--- config.mk ---
export PLATFORM = sky130hd
export DESIGN_NAME = hzd_forward_unit
export DESIGN_NICKNAME = d
export VERILOG_FILES = /design/src/rtl/hzd_pkg.sv /design/src/rtl/hzd_reg_cmp.sv /design/src/rtl/hzd_stall_ctl.sv /design/src/rtl/hzd_fwd_sel.sv /design/src/rtl/hzd_forward_unit.sv
export SDC_FILE = /design/constraint.sdc
export NUM_CORES = 1
export LEC_CHECK = 0
export BUFFER_PORTS_ARGS = -buffer_cell sky130_fd_sc_hd__buf_2
export CAP_MARGIN = 10
export CELL_PAD_IN_SITES_DETAIL_PLACEMENT = 0
export CELL_PAD_IN_SITES_GLOBAL_PLACEMENT = 2
export CORE_UTILIZATION = 17
export DETAILED_ROUTE_END_ITERATION = 8
export MAX_ROUTING_LAYER = met4
export PLACE_DENSITY = 0.87
export SKIP_LAST_GASP = 1
export SLEW_MARGIN = 25
export SYNTH_ARGS = -nofsm -noshare
export SYNTH_HDL_FRONTEND = slang
export SYNTH_SLANG_ARGS = --single-unit
--- constraint.sdc ---
create_clock -name vclk -period 2.8
set_input_delay 0.28 -clock vclk [all_inputs]
set_output_delay 0.28 -clock vclk [all_outputs]
set_load 0.03 [all_outputs]
--- src/rtl/hzd_pkg.sv ---
// Shared types for the hazard controller.
// Assumes: the mode is fixed at elaboration; select codes are decoded by
// the operand multiplexers outside this block.
package hzd_pkg;

    typedef enum logic [1:0] {
        FWD_NONE  = 2'd0,
        FWD_EXMEM = 2'd1,
        FWD_MEMWB = 2'd2,
        FWD_FULL  = 2'd3
    } fwd_mode_e;

    typedef enum logic [1:0] {
        SRC_RF    = 2'b00,
        SRC_MEMWB = 2'b01,
        SRC_EXMEM = 2'b10
    } opnd_src_e;

    // True when the execute/memory bypass path exists
    function automatic bit has_exmem(fwd_mode_e m);
        return (m == FWD_EXMEM) || (m == FWD_FULL);
    endfunction

    // True when the memory/write-back bypass path exists
    function automatic bit has_memwb(fwd_mode_e m);
        return (m == FWD_MEMWB) || (m == FWD_FULL);
    endfunction

    // Longest stall any single instruction can see in a mode
    function automatic int stall_limit(fwd_mode_e m);
        return ((m == FWD_NONE) || (m == FWD_EXMEM)) ? 2 : 1;
    endfunction

endpackage

--- src/rtl/hzd_reg_cmp.sv ---
// Register-number match: a source depends on a destination when the
// destination is written and is not register 0.
// Assumes: register 0 is hard-wired and never carries a dependence.
module hzd_reg_cmp #(
    parameter int REG_W = 5
) (
    input  logic [REG_W-1:0] src,
    input  logic [REG_W-1:0] dst,
    input  logic             dst_we,
    output logic             hit
);

    // Dependence exists only for a written, nonzero, equal register
    assign hit = dst_we && (dst != '0) && (src == dst);

endmodule

--- src/rtl/hzd_stall_ctl.sv ---
// Stall decision for the decode-stage instruction. Each used source is
// compared with the execute-stage and memory-stage destinations, and the
// mode decides which matches can still be covered by a bypass later.
// Assumes: the write-back stage writes before decode reads in the same
// cycle, so write-back destinations never cause a stall.
module hzd_stall_ctl
    import hzd_pkg::*;
#(
    parameter int        REG_W = 5,
    parameter int        NSRC  = 2,
    parameter fwd_mode_e MODE  = FWD_FULL
) (
    input  logic                        clk,
    input  logic                        rst_n,
    input  logic [NSRC-1:0][REG_W-1:0]  src,
    input  logic [NSRC-1:0]             src_use,
    input  logic [REG_W-1:0]            ex_rd,
    input  logic                        ex_we,
    input  logic                        ex_ld,
    input  logic [REG_W-1:0]            mem_rd,
    input  logic                        mem_we,
    output logic                        stall
);

    localparam int STALL_MAX = stall_limit(MODE);

    logic [NSRC-1:0] need;
    logic [NSRC-1:0] hit_ex;
    logic [NSRC-1:0] hit_mem;

    for (genvar i = 0; i < NSRC; i++) begin : g_src
        hzd_reg_cmp #(.REG_W(REG_W)) u_cmp_ex (
            .src(src[i]), .dst(ex_rd), .dst_we(ex_we), .hit(hit_ex[i])
        );
        hzd_reg_cmp #(.REG_W(REG_W)) u_cmp_mem (
            .src(src[i]), .dst(mem_rd), .dst_we(mem_we), .hit(hit_mem[i])
        );

        // Per-source stall rule for the configured bypass paths
        always_comb begin
            case (MODE)
                FWD_NONE:  need[i] = hit_ex[i] || hit_mem[i];
                // distance two has no path; a younger ALU match shadows it
                FWD_EXMEM: need[i] = (hit_ex[i] && ex_ld) || (hit_mem[i] && !hit_ex[i]);
                FWD_MEMWB: need[i] = hit_ex[i];
                default:   need[i] = hit_ex[i] && ex_ld;
            endcase
            need[i] = need[i] && src_use[i];
        end
    end

    assign stall = |need;

    // Length of the current stall run, used by the bound check below
    logic [1:0] run_q;

    // Count consecutive stall cycles; clear on any advancing cycle
    always_ff @(posedge clk) begin
        if (!rst_n)
            run_q <= '0;
        else if (stall)
            run_q <= (run_q == 2'd3) ? run_q : run_q + 2'd1;
        else
            run_q <= '0;
    end

    AST_STALL_BOUND: assert property (@(posedge clk) disable iff (!rst_n)
        stall |-> (int'(run_q) < STALL_MAX));

endmodule

--- src/rtl/hzd_fwd_sel.sv ---
// Operand source select for one ALU input of the execute-stage instruction.
// The execute/memory entry is younger, so it is preferred over the
// memory/write-back entry when both name the same register.
// Assumes: the stall controller has already held back any consumer whose
// value cannot be supplied by the paths present in this mode.
module hzd_fwd_sel
    import hzd_pkg::*;
#(
    parameter int        REG_W = 5,
    parameter fwd_mode_e MODE  = FWD_FULL
) (
    input  logic             clk,
    input  logic             rst_n,
    input  logic [REG_W-1:0] src,
    input  logic [REG_W-1:0] mem_rd,
    input  logic             mem_we,
    input  logic [REG_W-1:0] wb_rd,
    input  logic             wb_we,
    output opnd_src_e        sel
);

    localparam bit USE_EM = has_exmem(MODE);
    localparam bit USE_MW = has_memwb(MODE);

    logic hit_mem;
    logic hit_wb;

    hzd_reg_cmp #(.REG_W(REG_W)) u_cmp_mem (
        .src(src), .dst(mem_rd), .dst_we(mem_we), .hit(hit_mem)
    );
    hzd_reg_cmp #(.REG_W(REG_W)) u_cmp_wb (
        .src(src), .dst(wb_rd), .dst_we(wb_we), .hit(hit_wb)
    );

    // Pick the youngest available producer, else the register file
    always_comb begin
        if (USE_EM && hit_mem)
            sel = SRC_EXMEM;
        else if (USE_MW && hit_wb && !hit_mem)
            sel = SRC_MEMWB;
        else
            sel = SRC_RF;
    end

    AST_R0_NOT_FWD: assert property (@(posedge clk) disable iff (!rst_n)
        (src == '0) |-> (sel == SRC_RF));

endmodule

--- src/rtl/hzd_forward_unit.sv ---
// Top of the hazard controller: operand selects for both ALU inputs of the
// execute stage and one stall decision for the decode stage.
// Assumes: the pipeline applies pc_hold, ifid_hold and idex_bubble in the
// same cycle, and clears the write and load flags of a bubble.
module hzd_forward_unit
    import hzd_pkg::*;
#(
    parameter int        REG_W = 5,
    parameter fwd_mode_e MODE  = FWD_FULL
) (
    input  logic             clk,
    input  logic             rst_n,
    input  logic [REG_W-1:0] id_rs1,
    input  logic [REG_W-1:0] id_rs2,
    input  logic             id_rs1_use,
    input  logic             id_rs2_use,
    input  logic [REG_W-1:0] ex_rs1,
    input  logic [REG_W-1:0] ex_rs2,
    input  logic [REG_W-1:0] ex_rd,
    input  logic             ex_reg_we,
    input  logic             ex_mem_rd,
    input  logic [REG_W-1:0] mem_rd,
    input  logic             mem_reg_we,
    input  logic             mem_mem_rd,
    input  logic [REG_W-1:0] wb_rd,
    input  logic             wb_reg_we,
    output logic [1:0]       fwd_a,
    output logic [1:0]       fwd_b,
    output logic             pc_hold,
    output logic             ifid_hold,
    output logic             idex_bubble
);

    localparam int  NSRC   = 2;
    localparam bit  HAS_EM = has_exmem(MODE);

    logic [NSRC-1:0][REG_W-1:0] id_src;
    logic [NSRC-1:0]            id_use;
    logic [NSRC-1:0][REG_W-1:0] ex_src;
    opnd_src_e                  sel [NSRC];
    logic                       stall;

    assign id_src = {id_rs2, id_rs1};
    assign id_use = {id_rs2_use, id_rs1_use};
    assign ex_src = {ex_rs2, ex_rs1};

    hzd_stall_ctl #(.REG_W(REG_W), .NSRC(NSRC), .MODE(MODE)) u_stall (
        .clk(clk), .rst_n(rst_n),
        .src(id_src), .src_use(id_use),
        .ex_rd(ex_rd), .ex_we(ex_reg_we), .ex_ld(ex_mem_rd),
        .mem_rd(mem_rd), .mem_we(mem_reg_we),
        .stall(stall)
    );

    for (genvar i = 0; i < NSRC; i++) begin : g_opnd
        hzd_fwd_sel #(.REG_W(REG_W), .MODE(MODE)) u_sel (
            .clk(clk), .rst_n(rst_n),
            .src(ex_src[i]),
            .mem_rd(mem_rd), .mem_we(mem_reg_we),
            .wb_rd(wb_rd), .wb_we(wb_reg_we),
            .sel(sel[i])
        );
    end

    assign fwd_a       = sel[0];
    assign fwd_b       = sel[1];
    assign pc_hold     = stall;
    assign ifid_hold   = stall;
    assign idex_bubble = stall;

    AST_NO_IDLE_STALL: assert property (@(posedge clk) disable iff (!rst_n)
        !((id_rs1_use && id_rs1 != '0 &&
           ((ex_reg_we && id_rs1 == ex_rd) || (mem_reg_we && id_rs1 == mem_rd))) ||
          (id_rs2_use && id_rs2 != '0 &&
           ((ex_reg_we && id_rs2 == ex_rd) || (mem_reg_we && id_rs2 == mem_rd))))
        |-> !pc_hold);

    AST_LOAD_USE_STALL: assert property (@(posedge clk) disable iff (!rst_n)
        (ex_mem_rd && ex_reg_we && ex_rd != '0 &&
         ((id_rs1_use && id_rs1 == ex_rd) || (id_rs2_use && id_rs2 == ex_rd)))
        |-> pc_hold);

    AST_YOUNGER_WINS_A: assert property (@(posedge clk) disable iff (!rst_n)
        (HAS_EM && mem_reg_we && mem_rd != '0 && ex_rs1 == mem_rd)
        |-> (fwd_a == 2'b10));

    AST_YOUNGER_WINS_B: assert property (@(posedge clk) disable iff (!rst_n)
        (HAS_EM && mem_reg_we && mem_rd != '0 && ex_rs2 == mem_rd)
        |-> (fwd_b == 2'b10));

    AST_NO_BYPASS_OF_PENDING_LOAD: assert property (@(posedge clk) disable iff (!rst_n)
        ((fwd_a == 2'b10) || (fwd_b == 2'b10)) |-> !mem_mem_rd);

endmodule

==> results.toml <==
[outcome]
outcome = "complete, no violations"

[cts]
ctsHoldBuffers = 0
post_cts_buffers = 0
cts_resized = 0

[die]
io_pins = 51
die_y_um = 52.1
dieArea_um2 = 2710
core.rowCount = 17
start_util = 0.186
coreArea_um2 = 2300
die_x_um = 52.1

[drt]
drc_errors = 0
ant_nets = 0
viasPerCell = 4.09
dr.pass1.iters = 1
routedWlPerCell_um = 10.7
wl_mm = 1.34
vias = 511
drtIter0Drc = 0

[timing]
max-slew-margin-rel = 0.733
setup_violations = 0
hold_viol_final = 0
period_share = 0.711
finalCriticalPeriod_ns = 1.99
grt_setup_unrepaired = "no"
fmax_mhz = 502
finalMaxSlewViolations = 0
hold_slack_ns = 0.964
worst_slack_ns = 0.810
tns_ns = 0
worst_pin_slew_ns = 0.397

[setup_path]
arrival_ns = 1.71
critPathCaptureType = "output pin"
crit_fanout = 3
max_stage_delay_ns = 0.53
cp-start-kind = "input port"
worstPathRequired_ns = 2.52
cp_cell_sequence = "buf_2 -> or4_1 -> o21ai_2 -> nor4_1 -> nor4_2 -> buf_2"
critPathKind = "in2out"
crit_top_cell = "buf_2"
cp_slowest_cell = "or4_1"

[finish]
seq_cell_count = 0
seqCellArea_um2 = 0
n_clock_buffer = 0
multi_input_area_um2 = 397
fin_area_um2 = 672
finalNonFillerCells = 125
area_delta_synth_final_pct = 57.5
postLayoutCoreUtil = 0.292
finalNetCount = 143
num_antenna_cells = 0
fillers = 255
post_route_cells_drive_above_1_share = 0.526

[global_route]
grt_max_degree = 4
grt_pass1_wl_mm = 1.94
antenna_found_initial = 0
overflow = 0
grt_pass1_vias = 485
grtUsageTotal = 0.0936

[synth]
netlist_area_um2 = 427
ys.warnings.count = 0
yosys-top-cells-count = "22 x xor2_1, 8 x xnor2_1, 5 x or4_1"
synthCells = 53
synth_fp_nets = 97
yosysMostFrequentCell = "xor2_1"
synthTopCellsByArea = "xor2_1 45%, xnor2_1 16%, or4_1 8.8%"
synth_top_area_frac = 0.452
synth_area_leader_cell = "xor2_1"
ys_seq_area_frac = 0
syn_avg_cell_area_um2 = 8.05
ys_types = 11

[placement]
pre_cts_ws_ns = 0.811
dpl.cell_count = 125
gp_congestion = 0.757
numPortBuffers = 48
dpl-instance-area_um2 = 672

[power_and_ir_drop]
p_total_uw = 88.5
clockPowerShare = 0
pwr-share-comb = 1.000
power_density_nw_per_um2 = 132
p_leak_nw = 0.326
netSwitchingPower_uw = 42.6
switching_share = 0.481
power_frac_seq = 0
ir_worst_vdd_uv = 49.7
p_int_uw = 45.9

[min_path]
worstHoldPathType = "in2out"
hold_path_depth = 4

[run]
maxCapViolations = 0
-- cells in the final DEF, fill, tap and decap left out --
master | netlist | layout
nor4_1 | 4 | 4
o21ai_1 | 1 | 1
nand3_1 | 4 | 4
a21oi_1 | 1 | 1
nor4_2 | 2 | 2
buf_2 | 0 | 48
xor2_1 | 22 | 22
o211ai_1 | 1 | 1
xnor2_1 | 8 | 8
or4_1 | 5 | 5
o21ai_2 | 1 | 1
-- layer usage --
layer	vias up	wire (um)	GRT usage
met5	-	0	-
met4	0	0	0
met3	0	29	0.00292
met2	5	704	0.165
met1	229	602	0.125
li1	277	-	-
-- cell type report --
class / count / area share
tap: 28 / 0.0521
multi-input combinational: 49 / 0.590
timing repair buffer: 48 / 0.358
-- power by group through the flow --
stage	Sequential [mW]	Combinational (mW)	Clock [mW]
detailed placement	0	0.0889	0
global route	0	0.0969	0
global placement	0	0.0884	0
floorplan	0	0.0417	0
CTS	0	0.0894	0
finish	0	0.0885	0
-- worst paths after layout --
kind / slack (ns) / startpoint / endpoint
worst min-delay path: 0.96 / ex_mem_rd / idex_bubble
worst max-delay path: 0.81 / mem_rd[0] / fwd_a[0]
-- cell families (layout without fill, tap and decap cells) --
| logic type | count (synthesis) | count (layout) | share of synthesized area |
|---|---|---|---|
| buf+inv | 4 | 48 | 0.0704 |
| xor+xnor | 30 | 30 | 0.616 |
| simple gates | 15 | 15 | 0.252 |
| compound gates | 4 | 4 | 0.0616 |
-- worst max-delay path: cells and delay by family --
family | cells | cell delay, ns
compound gates | 1 | 0.17
buf+inv | 2 | 0.36
simple gates | 3 | 0.90
Power figures use the tool's default switching activity.
